**src/rtl/sdram_mon_pkg.sv**
```systemverilog
package sdram_mon_pkg;

    typedef enum logic [2:0] {
        CMD_LOAD  = 3'b000,
        CMD_REF   = 3'b001,
        CMD_PRE   = 3'b010,
        CMD_ACT   = 3'b011,
        CMD_WRITE = 3'b100,
        CMD_READ  = 3'b101,
        CMD_STOP  = 3'b110,
        CMD_NOP   = 3'b111
    } sdram_cmd_e;

    typedef struct packed {
        logic bank_open;
        logic trp;
        logic tmrd;
        logic order;
        logic reserved;
        logic test;
        logic no_mode;
    } viol_t;

endpackage

```
**src/rtl/sdram_cmd_decode.sv**
```systemverilog
module sdram_cmd_decode
    import sdram_mon_pkg::*;
(
    input  logic       cke,
    input  logic       cs_n,
    input  logic       ras_n,
    input  logic       cas_n,
    input  logic       we_n,
    output sdram_cmd_e cmd
);
    always_comb begin
        if (cke && !cs_n) begin
            cmd = sdram_cmd_e'({ras_n, cas_n, we_n});
        end else begin
            cmd = CMD_NOP;
        end
    end
endmodule

```
**src/rtl/sdram_mode_fields.sv**
```systemverilog
module sdram_mode_fields #(
    parameter int PAGE_LEN = 256,
    parameter int BEAT_W   = $clog2(PAGE_LEN + 1)
) (
    input  logic [6:0]        fld,
    output logic [BEAT_W-1:0] beats,
    output logic [1:0]        latency,
    output logic              len_bad,
    output logic              lat_bad
);
    always_comb begin
        beats   = '0;
        len_bad = 1'b0;
        case (fld[2:0])
            3'b001:  beats = BEAT_W'(2);
            3'b010:  beats = BEAT_W'(4);
            3'b011:  beats = BEAT_W'(8);
            3'b111: begin
                beats   = BEAT_W'(PAGE_LEN);
                len_bad = fld[3];
            end
            default: len_bad = 1'b1;
        endcase
    end

    always_comb begin
        latency = 2'd0;
        lat_bad = 1'b0;
        case (fld[6:4])
            3'b010:  latency = 2'd2;
            3'b011:  latency = 2'd3;
            default: lat_bad = 1'b1;
        endcase
    end
endmodule

```
**src/rtl/sdram_window_timer.sv**
```systemverilog
module sdram_window_timer #(
    parameter int LEN = 2
) (
    input  logic clk,
    input  logic rst_n,
    input  logic start,
    output logic busy
);
    localparam int CW = $clog2(LEN + 1);

    logic [CW-1:0] cnt_d, cnt_q;

    always_comb begin
        cnt_d = cnt_q;
        if (start) begin
            cnt_d = CW'(LEN - 1);
        end else if (cnt_q != '0) begin
            cnt_d = cnt_q - 1'b1;
        end
    end

    always_ff @(posedge clk or negedge rst_n) begin
        if (!rst_n) cnt_q <= '0;
        else        cnt_q <= cnt_d;
    end

    assign busy = (cnt_q != '0);

    // window never exceeds its configured length
    a_r5_r6_window_bound: assert property (@(posedge clk) disable iff (!rst_n)
        cnt_q <= CW'(LEN - 1));

    // the window closes on its own when nothing restarts it
    a_r5_r6_window_drains: assert property (@(posedge clk) disable iff (!rst_n)
        (busy && !start) |=> (cnt_q < $past(cnt_q)));
endmodule

```
**src/rtl/sdram_mode_monitor.sv**
```systemverilog
module sdram_mode_monitor
    import sdram_mon_pkg::*;
#(
    parameter int ADDR_W   = 12,
    parameter int BANKS    = 4,
    parameter int TRP_CYC  = 3,
    parameter int TMRD_CYC = 2,
    parameter int PAGE_LEN = 256,
    parameter int BEAT_W   = $clog2(PAGE_LEN + 1)
) (
    input  logic              clk,
    input  logic              rst_n,
    input  logic              cke,
    input  logic              cs_n,
    input  logic              ras_n,
    input  logic              cas_n,
    input  logic              we_n,
    input  logic [ADDR_W-1:0] addr,
    input  logic [1:0]        ba,
    input  logic [BANKS-1:0]  bank_open,
    output logic              mode_valid,
    output logic [BEAT_W-1:0] burst_beats,
    output logic              burst_interleave,
    output logic [1:0]        cas_latency,
    output logic              dll_reset,
    output logic              err_bank_open,
    output logic              err_trp,
    output logic              err_tmrd,
    output logic              err_order,
    output logic              err_reserved,
    output logic              err_test,
    output logic              err_no_mode
);
    typedef struct packed {
        logic              valid;
        logic              ext_seen;
        logic [BEAT_W-1:0] beats;
        logic              ilv;
        logic [1:0]        lat;
        logic              dll;
        viol_t             viol;
    } state_t;

    state_t     s_d, s_q;
    sdram_cmd_e cmd;
    logic [BEAT_W-1:0] dec_beats;
    logic [1:0]        dec_lat;
    logic              len_bad, lat_bad;
    logic              trp_busy, mrd_busy;
    logic              is_load, base_load, accept;

    sdram_cmd_decode u_cmd (
        .cke   (cke),
        .cs_n  (cs_n),
        .ras_n (ras_n),
        .cas_n (cas_n),
        .we_n  (we_n),
        .cmd   (cmd)
    );

    sdram_mode_fields #(.PAGE_LEN(PAGE_LEN), .BEAT_W(BEAT_W)) u_fields (
        .fld     (addr[6:0]),
        .beats   (dec_beats),
        .latency (dec_lat),
        .len_bad (len_bad),
        .lat_bad (lat_bad)
    );

    sdram_window_timer #(.LEN(TRP_CYC)) u_trp (
        .clk   (clk),
        .rst_n (rst_n),
        .start (cmd == CMD_PRE),
        .busy  (trp_busy)
    );

    sdram_window_timer #(.LEN(TMRD_CYC)) u_mrd (
        .clk   (clk),
        .rst_n (rst_n),
        .start (accept),
        .busy  (mrd_busy)
    );

    always_comb begin
        s_d      = s_q;
        s_d.dll  = 1'b0;
        s_d.viol = '0;

        is_load   = (cmd == CMD_LOAD);
        base_load = is_load && !ba[0];

        s_d.viol.bank_open = is_load && (|bank_open);
        s_d.viol.trp       = is_load && trp_busy;
        s_d.viol.tmrd      = (cmd != CMD_NOP) && mrd_busy;
        s_d.viol.order     = base_load && !s_q.ext_seen;
        s_d.viol.reserved  = base_load && (len_bad || lat_bad);
        s_d.viol.test      = base_load && (addr[7] || (|addr[ADDR_W-1:9]) || ba[1]);
        s_d.viol.no_mode   = ((cmd == CMD_READ) || (cmd == CMD_WRITE)) && !s_q.valid;

        accept = is_load
              && !(s_d.viol.bank_open || s_d.viol.trp || s_d.viol.tmrd)
              && !(s_d.viol.order || s_d.viol.reserved || s_d.viol.test);

        if (accept) begin
            if (ba[0]) begin
                s_d.ext_seen = 1'b1;
            end else begin
                s_d.valid = 1'b1;
                s_d.beats = dec_beats;
                s_d.ilv   = addr[3];
                s_d.lat   = dec_lat;
                s_d.dll   = addr[8];
            end
        end
    end

    always_ff @(posedge clk or negedge rst_n) begin
        if (!rst_n) s_q <= '0;
        else        s_q <= s_d;
    end

    assign mode_valid       = s_q.valid;
    assign burst_beats      = s_q.beats;
    assign burst_interleave = s_q.ilv;
    assign cas_latency      = s_q.lat;
    assign dll_reset        = s_q.dll;
    assign err_bank_open    = s_q.viol.bank_open;
    assign err_trp          = s_q.viol.trp;
    assign err_tmrd         = s_q.viol.tmrd;
    assign err_order        = s_q.viol.order;
    assign err_reserved     = s_q.viol.reserved;
    assign err_test         = s_q.viol.test;
    assign err_no_mode      = s_q.viol.no_mode;

    a_r4_open_bank_blocks: assert property (@(posedge clk) disable iff (!rst_n)
        (cmd == CMD_LOAD && (|bank_open)) |=>
            (err_bank_open && $stable(burst_beats) && $stable(cas_latency)));

    a_r10_use_before_load: assert property (@(posedge clk) disable iff (!rst_n)
        (((cmd == CMD_READ) || (cmd == CMD_WRITE)) && !mode_valid) |=> err_no_mode);

    a_r7_ext_first: assert property (@(posedge clk) disable iff (!rst_n)
        $rose(mode_valid) |-> $past(s_q.ext_seen));

    a_r11_dll_single: assert property (@(posedge clk) disable iff (!rst_n)
        dll_reset |=> !dll_reset);

    a_r6_no_load_in_window: assert property (@(posedge clk) disable iff (!rst_n)
        mrd_busy |=> !dll_reset);

    a_r3_masked_quiet: assert property (@(posedge clk) disable iff (!rst_n)
        (!cke || cs_n) |=> (!err_bank_open && !err_trp && !err_tmrd && !err_no_mode
                            && $stable(burst_beats) && $stable(mode_valid)));
endmodule

```
**config.mk**
```make
export PLATFORM = sky130hd
export DESIGN_NAME = sdram_mode_monitor
export DESIGN_NICKNAME = d
export VERILOG_FILES = /design/src/rtl/sdram_mon_pkg.sv /design/src/rtl/sdram_cmd_decode.sv /design/src/rtl/sdram_mode_fields.sv /design/src/rtl/sdram_window_timer.sv /design/src/rtl/sdram_mode_monitor.sv
export SDC_FILE = /design/constraint.sdc
export NUM_CORES = 1
export LEC_CHECK = 0
export ABC_AREA = 1
export BUFFER_PORTS_ARGS = -buffer_cell sky130_fd_sc_hd__buf_2
export CORE_ASPECT_RATIO = 0.9
export CORE_UTILIZATION = 30
export CTS_CLUSTER_SIZE = 20
export DETAILED_ROUTE_END_ITERATION = 10
export PLACE_DENSITY_LB_ADDON = 0.08
export SLEW_MARGIN = 10
export SYNTH_ARGS = -nofsm -noshare
export SYNTH_HDL_FRONTEND = slang
export SYNTH_SLANG_ARGS = --single-unit
export TNS_END_PERCENT = 5
```
**constraint.sdc**
```tcl
create_clock -name clk -period 4 [get_ports clk]
set_input_delay 0.8 -clock clk [delete_from_list [all_inputs] [get_ports clk]]
set_output_delay 0.8 -clock clk [all_outputs]
set_load 0.005 [all_outputs]
```
==> summary.md <==
| Metric | Value |
|---|---|
| WL per Instance | roughly 10 um |
| DRT iter0 DRCs | 28 |
| Reg clk slew, reported paths | 0.08 ns |
| CTS H-tree depth | 1 |
| CTS tree | yes |
| Switching pwr | 157 uW |
| Hold Buf Count CTS | 0 |
| First-pass GRT wire length | between 3000 and 4000 um |
| Clock Skews | 0.00502 ns |
| Share of cells above drive strength 1 | 32.8% |
| Largest net degree at the start of global routing | 22 |
| Critical Path Source Type | primary input |
| Fin. Hold Viols | 0 |
| CTS root buffer | clkbuf_8 |
| Fin. max-slew vios | 0 |
| Antenna Cells | 0 |
| Most common cell after layout, fill and taps aside | buf_2 |
| Comb power frac | 25.3% |
| CP Data Arrival Time | 1.82 ns |
| Synthesis Warnings | 0 |
| Setup Fix Bufs, Post-CTS | 0 |
| DPL Wire Length | 1850 um |
| Total grt overflow | 0 |
| Synth top area share | 46.6% |
| Initial antenna violation count | 0 |
| Yosys top cell by area | dfrtp_1 |
| Die X-Extent | 66.6 um |
| FP Rows | 20 |
| Worst min-delay path class | register to register |
| Leakage power | ~0.0008 uW |
| Clock power frac | 26.9% |
| Avg Vias per Cell | 4.40 |
| Worst setup EP type | register |
| CTS Sinks | 21 |
| Max clock buf depth | 2 |
| Vias in the first global route | 862 |
| Unrepaired setup endpoints after global routing | no |
| Seq pwr share | 47.8% |
| Syn_area_per_cell | about 8.1 um2 |
| Drt drc | 0 |
| Io pins | 46 |
| CP required | ~4.2 ns |
| Routability cong. | between 0.7 and 0.8 |
| Core area | 0.00348 mm2 |
| Synth area leaders | dfrtp_1 (47%), nand2_1 (9.3%), buf_4 (7.3%) |
| Maximum capacitance violations | 0 |
| CP max FO | 6 |
| Final setup viols | 0 |
| Int Pwr | 360 uW |
| WS Path Type | primary input to register |
| Mapped Area | 0.00113 mm2 |
| Sw frac | a little over 30% |
| Initial Utilization | 32.4% |
| GRT Total Usage | 12.7% |
| TritonCTS Buffers | 3 |
| Layout Utilization | 39.1% |
| DR pass1 iterations | 5 |
| Post-CTS sizing | 0 |
| Yosys cell types | 23 |
| Fmax | 600 MHz |
| Cells after synthesis | 140 |
| Most frequent cells in the layout | buf_2 (40), nand2_1 (28), dfrtp_1 (21) |
| IO Port Bufs | 40 |
| Die area | 0.00401 mm2 |
| Die Ht | 60.2 um |
| Fin crit period | 1.67 ns |
| Net count reported at finish | 205 |
| Clk_lat worst skew | 0.26 ns |
| Vias | 973 |
| WL final | 2290 um |
| Pwr/cell area | 380 mW/mm2 |
| Layout area overhead | 20.8% |
| Sequential-to-total area share from yosys stat | between 40% and 50% |
| Post-synthesis register bit count | 21 |
| Remaining antenna violation count | 0 |
| Status | completed |
| Maximum vdd ir drop | between 150 and 200 uV |
| Fin crit share | roughly two fifths |
| Final setup TNS | 0 ns |
worst max-delay path: stages:
cell     delay (ns)
buf_2          0.11
nor2_2         0.16
nand3_2        0.12
nor2_2         0.14
nand2_2        0.07
nor2_2         0.09
nand4_2        0.16
nand2_1        0.12
nand2_1        0.05
sequential cells by signal (all words and copies together), names as in the netlist, 2 cells and up:
| register | count |
|---|---|
| burst_beats | 4 |
| cas_latency | 2 |
| u_trp.cnt_q | 2 |
| u_mrd.cnt_q | 2 |
power groups by stage:
stage	clock [uW]	combinational [uW]	sequential [uW]
2_1_floorplan	0	96.7	250
3_3_place_gp	0	128	251
3_5_place_dp	0	133	252
4_1_cts	144	135	248
5_1_grt	154	156	251
6_report	139	131	247
per-layer routing:
metal	wire length (um)	vias up	GRT usage (%)
met5	0	-	0
li1	-	497	-
met2	1010	32	19.8
met1	1080	442	17.2
met4	19	0	4.56
met3	182	2	2.67
synthesized netlist by cell type, drive strengths merged:
| cell type | count |
|---|---|
| nor4 | 1 |
| clkinv | 1 |
| nor2 | 21 |
| inv | 23 |
| nand4 | 9 |
| dfrtp | 21 |
| nor3 | 2 |
| nor3b | 1 |
| nand2 | 30 |
| nand3 | 10 |
| conb | 1 |
| a21oi | 1 |
| o21ai | 5 |
| nand3b | 1 |
| buf | 11 |
| ha | 2 |
logic make-up after synthesis:
family / count (synthesis) / synth area share (%)
AND/OR/NAND/NOR: 75 / 32.9
buffers and inverters: 35 / 15.3
flip-flops: 21 / 46.6
other: 1 / 0.333
AO/OA/AOI/OAI: 6 / 2.66
adder cells (fa/ha/maj): 2 / 2.22
final timing paths:
check | startpoint | end | slack (ns) | cells past startpoint
min | s_q[20]$_DFFE_PN0P_ | err_order$_DFF_PN0_ | 0.47 | 1
min in group asynchronous | rst_n | burst_beats[3]$_DFFE_PN0P_ | 0.49 | 1
max in group asynchronous | rst_n | burst_beats[8]$_DFFE_PN0P_ | 3.18 | 1
min reg2reg | s_q[20]$_DFFE_PN0P_ | err_order$_DFF_PN0_ | 0.47 | 1
max | we_n | cas_latency[0]$_DFFE_PN0P_ | 2.33 | 9
max reg2reg | u_trp.cnt_q[0]$_DFFE_PN0P_ | cas_latency[0]$_DFFE_PN0P_ | 2.48 | 9
stage by stage:
| step | power, uW | instance area (um2) | setup WS (ns) | std cells | hold WS [ns] |
|---|---|---|---|---|---|
| 2_1_floorplan | 347 | 1140 | 2.33 | 144 | 0.424 |
| 3_3_place_gp | 379 | 1320 | 2.06 | 217 | 0.455 |
| 3_5_place_dp | 385 | 1320 | 2.04 | 217 | 0.453 |
| 4_1_cts | 527 | 1360 | 2.31 | 221 | 0.474 |
| 5_1_grt | 562 | 1360 | 2.22 | 221 | 0.498 |
| 6_report | 517 | 1360 | 2.33 | 221 | 0.466 |
cell type report:
class,count,area (um2)
clock buffers,3,41.3
clock inverters,1,5.00
fillers,377,2120
inverters,24,90.1
multi-input cells,88,444
flip-flops and latches,21,526
well taps,44,55.1
repair buffers,40,200
Power figures use the tool's default switching activity.
